$ cat config.mk
export PLATFORM = sky130hd
export DESIGN_NAME = nvidx_port
export DESIGN_NICKNAME = d
export VERILOG_FILES = /design/src/rtl/nvidx_pkg.sv /design/src/rtl/nvidx_decode.sv /design/src/rtl/nvidx_ptr.sv /design/src/rtl/nvidx_guard.sv /design/src/rtl/nvidx_rdpath.sv /design/src/rtl/nvidx_port.sv
export SDC_FILE = /design/constraint.sdc
export NUM_CORES = 1
export LEC_CHECK = 0
export ABC_AREA = 1
export BUFFER_PORTS_ARGS = -buffer_cell sky130_fd_sc_hd__clkbuf_2
export CORE_MARGIN = 4
export CORE_UTILIZATION = 53
export CTS_BUF_LIST = sky130_fd_sc_hd__clkbuf_4
export DETAILED_ROUTE_END_ITERATION = 10
export PLACE_DENSITY = 0.87
export SYNTH_ARGS = -nofsm -noshare
export SYNTH_HDL_FRONTEND = slang
export SYNTH_HIERARCHICAL = 1
export SYNTH_SLANG_ARGS = --single-unit
$ cat constraint.sdc
create_clock -name clk -period 1.7 [get_ports clk]
set_clock_uncertainty 0.05 [all_clocks]
set_input_delay 0.17 -clock clk [delete_from_list [all_inputs] [get_ports clk]]
set_output_delay 0.17 -clock clk [all_outputs]
set_load 0.01 [all_outputs]
$ cat src/rtl/nvidx_pkg.sv
package nvidx_pkg;

  typedef enum logic [1:0] {
    OFS_PTR_LO = 2'd0,
    OFS_PTR_HI = 2'd1,
    OFS_SPARE  = 2'd2,
    OFS_DATA   = 2'd3
  } host_ofs_e;

  localparam logic [7:0] FILL_BYTE = 8'hFF;

  typedef struct packed {
    logic load_lo;
    logic load_hi;
    logic data_wr;
    logic data_rd;
    logic any_rd;
  } host_op_t;

endpackage

$ cat src/rtl/nvidx_decode.sv
module nvidx_decode
  import nvidx_pkg::*;
(
  input  logic       rst_n,
  input  logic [1:0] host_ofs,
  input  logic       host_wr,
  input  logic       host_rd,
  output host_op_t   op
);

  logic wr_en;
  logic rd_en;

  always_comb begin
    wr_en      = host_wr & rst_n;
    rd_en      = host_rd & rst_n;
    op.load_lo = wr_en & (host_ofs == OFS_PTR_LO);
    op.load_hi = wr_en & (host_ofs == OFS_PTR_HI);
    op.data_wr = wr_en & (host_ofs == OFS_DATA);
    op.data_rd = rd_en & (host_ofs == OFS_DATA);
    op.any_rd  = rd_en;
  end

endmodule

$ cat src/rtl/nvidx_ptr.sv
module nvidx_ptr
  import nvidx_pkg::*;
#(
  parameter int PTR_W = 16
) (
  input  logic             clk,
  input  logic             rst_n,
  input  host_op_t         op,
  input  logic [7:0]       wdata,
  output logic [PTR_W-1:0] ptr_q
);

  localparam int HI_W = PTR_W - 8;

  logic [PTR_W-1:0] ptr_d;
  logic             ptr_en;

  always_comb begin
    ptr_d  = ptr_q;
    ptr_en = op.load_lo | op.load_hi | op.data_wr;
    if (op.data_wr) begin
      ptr_d = '0;
    end else if (op.load_hi) begin
      ptr_d = {wdata[HI_W-1:0], ptr_q[7:0]};
    end else if (op.load_lo) begin
      ptr_d = {ptr_q[PTR_W-1:8], wdata};
    end
  end

  always_ff @(posedge clk or negedge rst_n) begin
    if (!rst_n) begin
      ptr_q <= '0;
    end else if (ptr_en) begin
      ptr_q <= ptr_d;
    end
  end

endmodule

$ cat src/rtl/nvidx_guard.sv
module nvidx_guard #(
  parameter int MEM_BYTES    = 8192,
  parameter int LOCK_REGIONS = 2,
  parameter int LOCK_BASE    = 32,
  parameter int LOCK_SPAN    = 16,
  parameter int PTR_W        = 16
) (
  input  logic                    clk,
  input  logic                    rst_n,
  input  logic [LOCK_REGIONS-1:0] lock_in,
  input  logic [PTR_W-1:0]        ptr,
  output logic [LOCK_REGIONS-1:0] lock_q,
  output logic                    access_ok
);

  localparam logic [31:0] SIZE_W = 32'(MEM_BYTES);

  logic [LOCK_REGIONS-1:0] lock_d;
  logic [LOCK_REGIONS-1:0] hit;
  logic [31:0]             ptr_w;
  logic                    in_range;

  assign ptr_w = 32'(ptr);

  always_comb begin
    lock_d = lock_in;
  end

  always_ff @(posedge clk or negedge rst_n) begin
    if (!rst_n) begin
      lock_q <= '0;
    end else begin
      lock_q <= lock_d;
    end
  end

  for (genvar g = 0; g < LOCK_REGIONS; g++) begin : g_window
    localparam logic [31:0] WIN_LO = 32'(LOCK_BASE + g * LOCK_SPAN);
    localparam logic [31:0] WIN_HI = 32'(LOCK_BASE + (g + 1) * LOCK_SPAN);
    assign hit[g] = (ptr_w >= WIN_LO) && (ptr_w < WIN_HI);
  end

  always_comb begin
    in_range  = ptr_w < SIZE_W;
    access_ok = in_range && !(|(hit & lock_q));
  end

endmodule

$ cat src/rtl/nvidx_rdpath.sv
module nvidx_rdpath
  import nvidx_pkg::*;
(
  input  logic       clk,
  input  logic       rst_n,
  input  host_op_t   op,
  input  logic       access_ok,
  input  logic [7:0] mem_rdata,
  output logic [7:0] rdata_q
);

  logic [7:0] rdata_d;

  always_comb begin
    rdata_d = rdata_q;
    if (op.any_rd) begin
      rdata_d = (op.data_rd && access_ok) ? mem_rdata : FILL_BYTE;
    end
  end

  always_ff @(posedge clk or negedge rst_n) begin
    if (!rst_n) begin
      rdata_q <= FILL_BYTE;
    end else if (op.any_rd) begin
      rdata_q <= rdata_d;
    end
  end

endmodule

$ cat src/rtl/nvidx_port.sv
module nvidx_port
  import nvidx_pkg::*;
#(
  parameter int MEM_BYTES    = 8192,
  parameter int LOCK_REGIONS = 2,
  parameter int LOCK_BASE    = 32,
  parameter int LOCK_SPAN    = 16,
  parameter int MEM_AW       = $clog2(MEM_BYTES)
) (
  input  logic                    clk,
  input  logic                    rst_n,
  input  logic [1:0]              host_ofs,
  input  logic                    host_wr,
  input  logic                    host_rd,
  input  logic [7:0]              host_wdata,
  input  logic [LOCK_REGIONS-1:0] lock_in,
  output logic [7:0]              host_rdata,
  output logic [MEM_AW-1:0]       mem_addr,
  output logic                    mem_we,
  output logic [7:0]              mem_wdata,
  output logic                    mem_re,
  input  logic [7:0]              mem_rdata
);

  localparam int PTR_W = 16;

  host_op_t                op;
  logic [PTR_W-1:0]        ptr_q;
  logic [LOCK_REGIONS-1:0] lock_q;
  logic                    access_ok;

  nvidx_decode u_decode (
    .rst_n    (rst_n),
    .host_ofs (host_ofs),
    .host_wr  (host_wr),
    .host_rd  (host_rd),
    .op       (op)
  );

  nvidx_ptr #(.PTR_W(PTR_W)) u_ptr (
    .clk   (clk),
    .rst_n (rst_n),
    .op    (op),
    .wdata (host_wdata),
    .ptr_q (ptr_q)
  );

  nvidx_guard #(
    .MEM_BYTES    (MEM_BYTES),
    .LOCK_REGIONS (LOCK_REGIONS),
    .LOCK_BASE    (LOCK_BASE),
    .LOCK_SPAN    (LOCK_SPAN),
    .PTR_W        (PTR_W)
  ) u_guard (
    .clk       (clk),
    .rst_n     (rst_n),
    .lock_in   (lock_in),
    .ptr       (ptr_q),
    .lock_q    (lock_q),
    .access_ok (access_ok)
  );

  nvidx_rdpath u_rdpath (
    .clk       (clk),
    .rst_n     (rst_n),
    .op        (op),
    .access_ok (access_ok),
    .mem_rdata (mem_rdata),
    .rdata_q   (host_rdata)
  );

  always_comb begin
    mem_addr  = ptr_q[MEM_AW-1:0];
    mem_wdata = host_wdata;
    mem_we    = op.data_wr & access_ok;
    mem_re    = op.data_rd & access_ok;
  end

endmodule

==> results of run 1 <==
## registers in the layout, summed over array words and instances, names as in the netlist
register and count:
u_ptr/ptr_q 16, u_rdpath/rdata_q 8, u_guard/lock_q 2
## layout make-up
class	instances	share of cell area
multi-input cells	107	0.2933
clock buffers	3	0.01412
repair buffers	61	0.2071
inverters	20	0.04706
clock inverters	1	0.002353
well taps	28	0.02196
flip-flops and latches	26	0.4141
## stage by stage
step           utilization  cell area (sq um)  cells  hold slack, ps  worst slack, ps
2_1_floorplan            -               1338    168          -175.6            476.2
3_3_place_gp        0.6650               1528    238           219.1            415.0
3_5_place_dp        0.6650               1528    238           214.9            295.4
4_1_cts             0.6895               1584    245           37.62            35.54
5_1_grt             0.6944               1595    246           25.20           -46.69
6_report            0.6944               1595    246           43.82            57.97
## worst register-to-register path, delay by kind of cell (launching register included)
kind / cells / cell delay, ps
simple gates: 5 / 830
flops: 1 / 420
compound gates: 1 / 80
## logic make-up after synthesis
kind of cell	Yosys count	share of synthesized area
AND/OR/NAND/NOR	106	0.3433
buffers and inverters	35	0.1590
flip-flops	26	0.4939
AO/OA/AOI/OAI	1	0.003738
## synth_stat cells, drive strengths merged
| cell | n |
|---|---|
| nand2 | 47 |
| inv | 20 |
| dfstp | 8 |
| dfrtp | 18 |
| buf | 14 |
| clkbuf | 1 |
| a21oi | 1 |
| or2 | 1 |
| nor2 | 34 |
| nand3 | 24 |
## routing by layer
metal | share of wire | wire length, microns | vias up | global-route usage
li1 | - | - | 599 | -
met1 | 0.41 | 1301 | 563 | 0.2244
met2 | 0.51 | 1608 | 48 | 0.3339
met3 | 0.066 | 207 | 2 | 0.03563
met4 | 0.0086 | 27 | 0 | 0.06954
met5 | 0 | 0 | - | 0
## final timing paths
path / start / to / cells after the start
hold / removal: host_wdata[2] / u_ptr/ptr_q[10]$_DFFE_PN0P_ / 3
min in group asynchronous: rst_n / u_ptr/ptr_q[11]$_DFFE_PN0P_ / 3
max in group asynchronous: rst_n / u_rdpath/rdata_q[1]$_DFFE_PN1P_ / 3
hold reg to reg: u_ptr/ptr_q[14]$_DFFE_PN0P_ / u_ptr/ptr_q[14]$_DFFE_PN0P_ / 2
setup reg to reg: u_ptr/ptr_q[6]$_DFFE_PN0P_ / u_rdpath/rdata_q[1]$_DFFE_PN1P_ / 6
setup / recovery: u_ptr/ptr_q[4]$_DFFE_PN0P_ / mem_we / 8
## timing repair
action / 4_1_cts / 5_1_grt
buffers inserted: 0 / 1
resized for setup: 0 / 1
hold endpoints to repair: 20 / 0
endpoints found under the setup margin: 0 / 2
hold buffers: 3 / 0
## where the power goes
group	total (W)	internal [W]	switching, W
Sequential	0.000726	0.000684	0.0000419
Combinational	0.000295	0.000123	0.000172
Clock	0.000259	0.0000860	0.000173
Total	0.00128	0.000892	0.000387
==> reports/summary.md, run 1 <==
Setup path
* **Critical Path Start Type** flip-flop
* **critical-path maximum fanout** 4
* **slowest CP cell** dfrtp_1
* **Worst Path Arrival** 1420 ps
* **CP delay by family, top** flip-flops
* **Worst path most repeated cell** nand2_1
* **critical path's largest stage delay** 440 ps
* **Critical path buffers and inverters** 3
* **kind of critical path** flip-flop to output pin
* **Crit path required time** 1480 ps
* **Worst Setup End Kind** output pin
* **reg2reg setup slack** 250 ps
* **CP Cell Sequence** inv_1, nand2_1, nand2_1, nor2_1, a21oi_2, nand2_1, inv_1, clkbuf_2

Placement
* **number of port buffers** 54
* **final weighted congestion of routability-driven global placement** 0.7625
* **final HPWL from detailed placement** 2337 microns

Global route
* **Overall Global Routing Usage** 0.1882
* **antenna violations before repair** 0
* **wire length of the first global-routing pass** 4926 microns
* **leftover overflow at the end of global routing** 0
* **largest net degree at the start of global routing** 27
* **vias in the first global route** 1155

Clock tree
* **total CTS buffers** 3
* **cell chosen for the clock root** clkbuf_4
* **CTS clk-pin slew, worst paths** 130 ps
* **clock tree from TritonCTS** done
* **Clock Sinks** 26
* **source-to-sink clock delay at the later pin of the worst-skew pair** 320 ps
* **total number of H-tree levels** 1
* **maximum count of clock buffers along a single path** 2

Die
* **height of the die** 58.24 microns
* **Die X-Extent** 58.24 microns
* **number of core rows** 17
* **Core Box Area** 2297 sq um
* **Die ar.** 3391 sq um
* **initial core utilization** 0.5822
* **I/O pin total** 55

Logic synthesis
* **Synth area leaders** dfrtp_1, dfstp_2, nand2_1, nand3_1, nor2_1
* **share of the synthesized area in the top cell type** 0.3368
* **post-synthesis net count** 192
* **number of warning messages in the yosys log** 6
* **library cell with the largest summed area after synthesis** dfrtp_1
* **number of synthesized register bits** 26
* **share of the yosys chip area belonging to registers** 0.4939
* **Synth Area per Inst** 7.962 sq um
* **cell count after synthesis** 168
* **mapped cell area** 1338 sq um
* **number of distinct standard cells referenced by the synthesized netlist** 15

Detailed routing
* **count of TritonRoute iterations in the first routing pass** 4
* **1st-iter DRT viols** 36
* **DRC violation count after routing** 0
* **post-detailed-route count of antenna-violating nets** 0
* **via density per instance** 4.927
* **Routed Wire Length** 3144 microns
* **per-cell routed wire length** 12.78 microns
* **vias post-DR** 1212

STA
* **Setup TNS** 0 ps
* **relative slew slack** 0.6880
* **final number of max-transition violations** 0
* **number of hold violations in the final report** 0
* **Max Clock Freq** 609.0 MHz
* **min cycle time layout** 1642 ps
* **unrepaired setup endpoints after global routing** true
* **total of endpoints with negative setup slack in the final report** 0
* **crit share post-route** 0.9659
* **actual transition at the worst max-transition pin** 467.5 ps

Pwr
* **total power after layout** 0.001280 W
* **power per cell area** 802.3 nW/um^2
* **static leakage power** 0.9282 nW
* **peak supply drop** 689.2 uV

Cells and area
* **area added between synthesis and finish** 19.27%
* **number of fill cells** 206
* **count of nets after finishing** 243
* **Antenna Diode Count** 0
* **most used cells in the layout excluding fill and tap cells** clkbuf_2, nand2_1, nor2_1
* **most common library cell in the layout ignoring fill and taps** clkbuf_2
* **fraction of layout instances using a drive strength above 1** 0.3532
* **combined area of the multi-input logic cells** 467.9 sq um
* **area occupied by registers** 660.6 sq um

Outcome
* **status** complete, no violations

Hold path
* **HP Class** primary input to flip-flop

Run
* **number of maximum-capacitance violations** 0

(Power assumes the default switching activity.)
==> inputs of run 2 (changes only) <==
--- a/config.mk
+++ b/config.mk
@@ -11,7 +11,9 @@
 export CORE_UTILIZATION = 53
 export CTS_BUF_LIST = sky130_fd_sc_hd__clkbuf_4
 export DETAILED_ROUTE_END_ITERATION = 10
+export GPL_TIMING_DRIVEN = 0
 export PLACE_DENSITY = 0.87
+export REMOVE_ABC_BUFFERS = 1
 export SYNTH_ARGS = -nofsm -noshare
 export SYNTH_HDL_FRONTEND = slang
 export SYNTH_HIERARCHICAL = 1
==> run 2 against run 1 <==
  * Fmax is 1.0% higher
  * Via count is 1.1% higher
  * Largest power group unchanged
  * Die area is the same
  * Wire length decreased by 2.6%
  * Sequential share of layout area down 0.98 points
==> reports/summary.md, run 2 (same netlist as run 1, synthesis figures left out) <==
STA
* **crit share post-route** 0.9562
* **final number of max-transition violations** 0
* **relative slew slack** 0.4441
* **min cycle time layout** 1626 ps
* **unrepaired setup endpoints after global routing** false
* **total of endpoints with negative setup slack in the final report** 0
* **number of hold violations in the final report** 0
* **actual transition at the worst max-transition pin** 831.1 ps
* **Max Clock Freq** 615.2 MHz

Cells and area
* **number of flip-flops under the largest register name** 16
* **combined area of the multi-input logic cells** 475.5 sq um
* **fraction of layout instances using a drive strength above 1** 0.3670
* **count of nets after finishing** 243
* **Antenna Diode Count** 0
* **number of fill cells** 227
* **register with the most flip-flops** u_ptr/ptr_q
* **area occupied by registers** 660.6 sq um
* **largest registers** u_ptr/ptr_q: 16 flops, u_rdpath/rdata_q: 8 flops, u_guard/lock_q: 2 flops
* **area added between synthesis and finish** 22.17%
* **post-route cell area** 1634 sq um
* **most common library cell in the layout ignoring fill and taps** clkbuf_2
* **most used cells in the layout excluding fill and tap cells** clkbuf_2, nand2_1, nor2_1

Die
* **initial core utilization** 0.5822
* **number of core rows** 17
* **Core Box Area** 2297 sq um
* **height of the die** 58.24 microns
* **I/O pin total** 55
* **Die X-Extent** 58.24 microns
* **Die ar.** 3391 sq um

Detailed routing
* **per-cell routed wire length** 12.45 microns
* **Routed Wire Length** 3063 microns
* **vias post-DR** 1225
* **count of TritonRoute iterations in the first routing pass** 4
* **via density per instance** 4.980
* **DRC violation count after routing** 0
* **post-detailed-route count of antenna-violating nets** 0
* **1st-iter DRT viols** 18

Clock tree
* **Clock Sinks** 26
* **CTS clk-pin slew, worst paths** 140 ps
* **source-to-sink clock delay at the later pin of the worst-skew pair** 320 ps
* **total number of H-tree levels** 1
* **cell chosen for the clock root** clkbuf_4
* **maximum count of clock buffers along a single path** 2
* **clock tree from TritonCTS** done
* **total CTS buffers** 3

Setup path
* **reg2reg setup slack** 270 ps
* **CP Cell Sequence** nor2_1, nand2_1, nor2_2, a21oi_2, nand2_1, inv_1, clkbuf_2
* **Critical path buffers and inverters** 2
* **length in cells of the worst reg-to-reg path** 7
* **slowest CP cell** dfrtp_1
* **CP delay by family, top** simple AND/OR/NAND/NOR gates
* **Critical Path Start Type** flip-flop
* **critical path's largest stage delay** 420 ps
* **critical-path maximum fanout** 3
* **Worst Setup End Kind** output pin
* **Worst Path Arrival** 1410 ps
* **launch point of the worst reg-to-reg path** u_ptr/ptr_q[12]$_DFFE_PN0P_
* **Worst path most repeated cell** nand2_1
* **kind of critical path** flip-flop to output pin
* **R2R Path End** u_rdpath/rdata_q[3]$_DFFE_PN1P_
* **Crit path required time** 1480 ps

Pwr
* **power per cell area** 891.4 nW/um^2
* **peak supply drop** 862.5 uV
* **net switching share of the total power** 0.2761
* **internal power consumption** 0.001054 W
* **power share of the combinational group** 0.213
* **relative contribution of sequential cells to total power** 0.498
* **total power after layout** 0.001457 W
* **static leakage power** 0.9397 nW
* **total net switching power** 0.0004022 W
* **Clock Power Share** 0.289

Placement
* **number of port buffers** 54
* **final HPWL from detailed placement** 2136 microns
* **dpl cell area** 1505 sq um
* **final weighted congestion of routability-driven global placement** 0.7812

Hold path
* **number of stages on the worst hold path** 3
* **HP Class** primary input to flip-flop
* **Hold Startpoint** host_wdata[1]
* **Worst Hold End** u_ptr/ptr_q[1]$_DFFE_PN0P_

Global route
* **largest net degree at the start of global routing** 19
* **leftover overflow at the end of global routing** 0
* **vias in the first global route** 1196
* **antenna violations before repair** 0
* **wire length of the first global-routing pass** 5078 microns
* **Overall Global Routing Usage** 0.1916

Run
* **number of maximum-capacitance violations** 0

Outcome
* **status** complete, no violations

## run 2: cell type report
cell class	instances	share of cell area
sequential	26	0.4043
clock buffer	3	0.01378
multi-input combinational	107	0.2910
tap	28	0.02144
clock inverter	1	0.01838
timing repair buffer	61	0.2052
inverter	20	0.04594
## run 2: repair_timing
item	in CTS	in global routing
gates cloned	0	0
endpoints found under the setup margin	16	2
resized for setup	2	3
setup buffers	0	3
endpoints found under the hold margin	20	0
pin swaps	0	0
hold buffers	4	0
## run 2: power by group through the flow
stage	Combinational (W)	Sequential [W]	Clock [W]
3_3_place_gp	0.000266	0.000735	0
6_report	0.000310	0.000726	0.000421
5_1_grt	0.000345	0.000735	0.000456
3_5_place_dp	0.000275	0.000736	0
2_1_floorplan	0.000115	0.000754	0
4_1_cts	0.000288	0.000726	0.000430
## run 2: routing by layer
metal	wire, microns	global-route usage	share of wire	vias up
met2	1506	0.3435	0.49	70
met4	30	0.05960	0.0098	0
met1	1219	0.2335	0.40	551
li1	-	-	-	598
met5	0	0	0	-
met3	306	0.03118	0.10	6
## run 2: metrics by stage
| stage | utilization | setup slack, ps | cells | hold slack, ps | setup TNS [ps] |
|---|---|---|---|---|---|
| after floorplan | - | 390.5 | 153 | -175.6 | 0 |
| after global placement | 0.6552 | -575.1 | 235 | 184.4 | -7646 |
| after detailed placement | 0.6552 | -604.7 | 235 | 181.6 | -7577 |
| after CTS | 0.6977 | 19.48 | 243 | 24.70 | 0 |
| after global routing | 0.7113 | 5.000 | 246 | 32.82 | 0 |
| final | 0.7113 | 74.50 | 246 | 34.62 | 0 |
## run 2: worst register-to-register path: cells and delay by family (launching register included)
| kind | cells | cell delay (ps) |
|---|---|---|
| flops | 1 | 420 |
| simple gates | 6 | 820 |
| compound gates | 1 | 80 |
## run 2: worst max path at each step
stage	startpoint	to	slack (ps)	cells past startpoint
4_1_cts	u_ptr/ptr_q[11]$_DFFE_PN0P_	mem_we	20	7
3_5_place_dp	rst_n	u_ptr/ptr_q[4]$_DFFE_PN0P_	-600	7
6_report	u_ptr/ptr_q[12]$_DFFE_PN0P_	mem_we	70	7
5_1_grt	u_ptr/ptr_q[11]$_DFFE_PN0P_	mem_we	5	7
3_3_place_gp	rst_n	u_ptr/ptr_q[6]$_DFFE_PN0P_	-580	7
2_1_floorplan	host_ofs[1]	u_ptr/ptr_q[0]$_DFFE_PN0P_	390	7
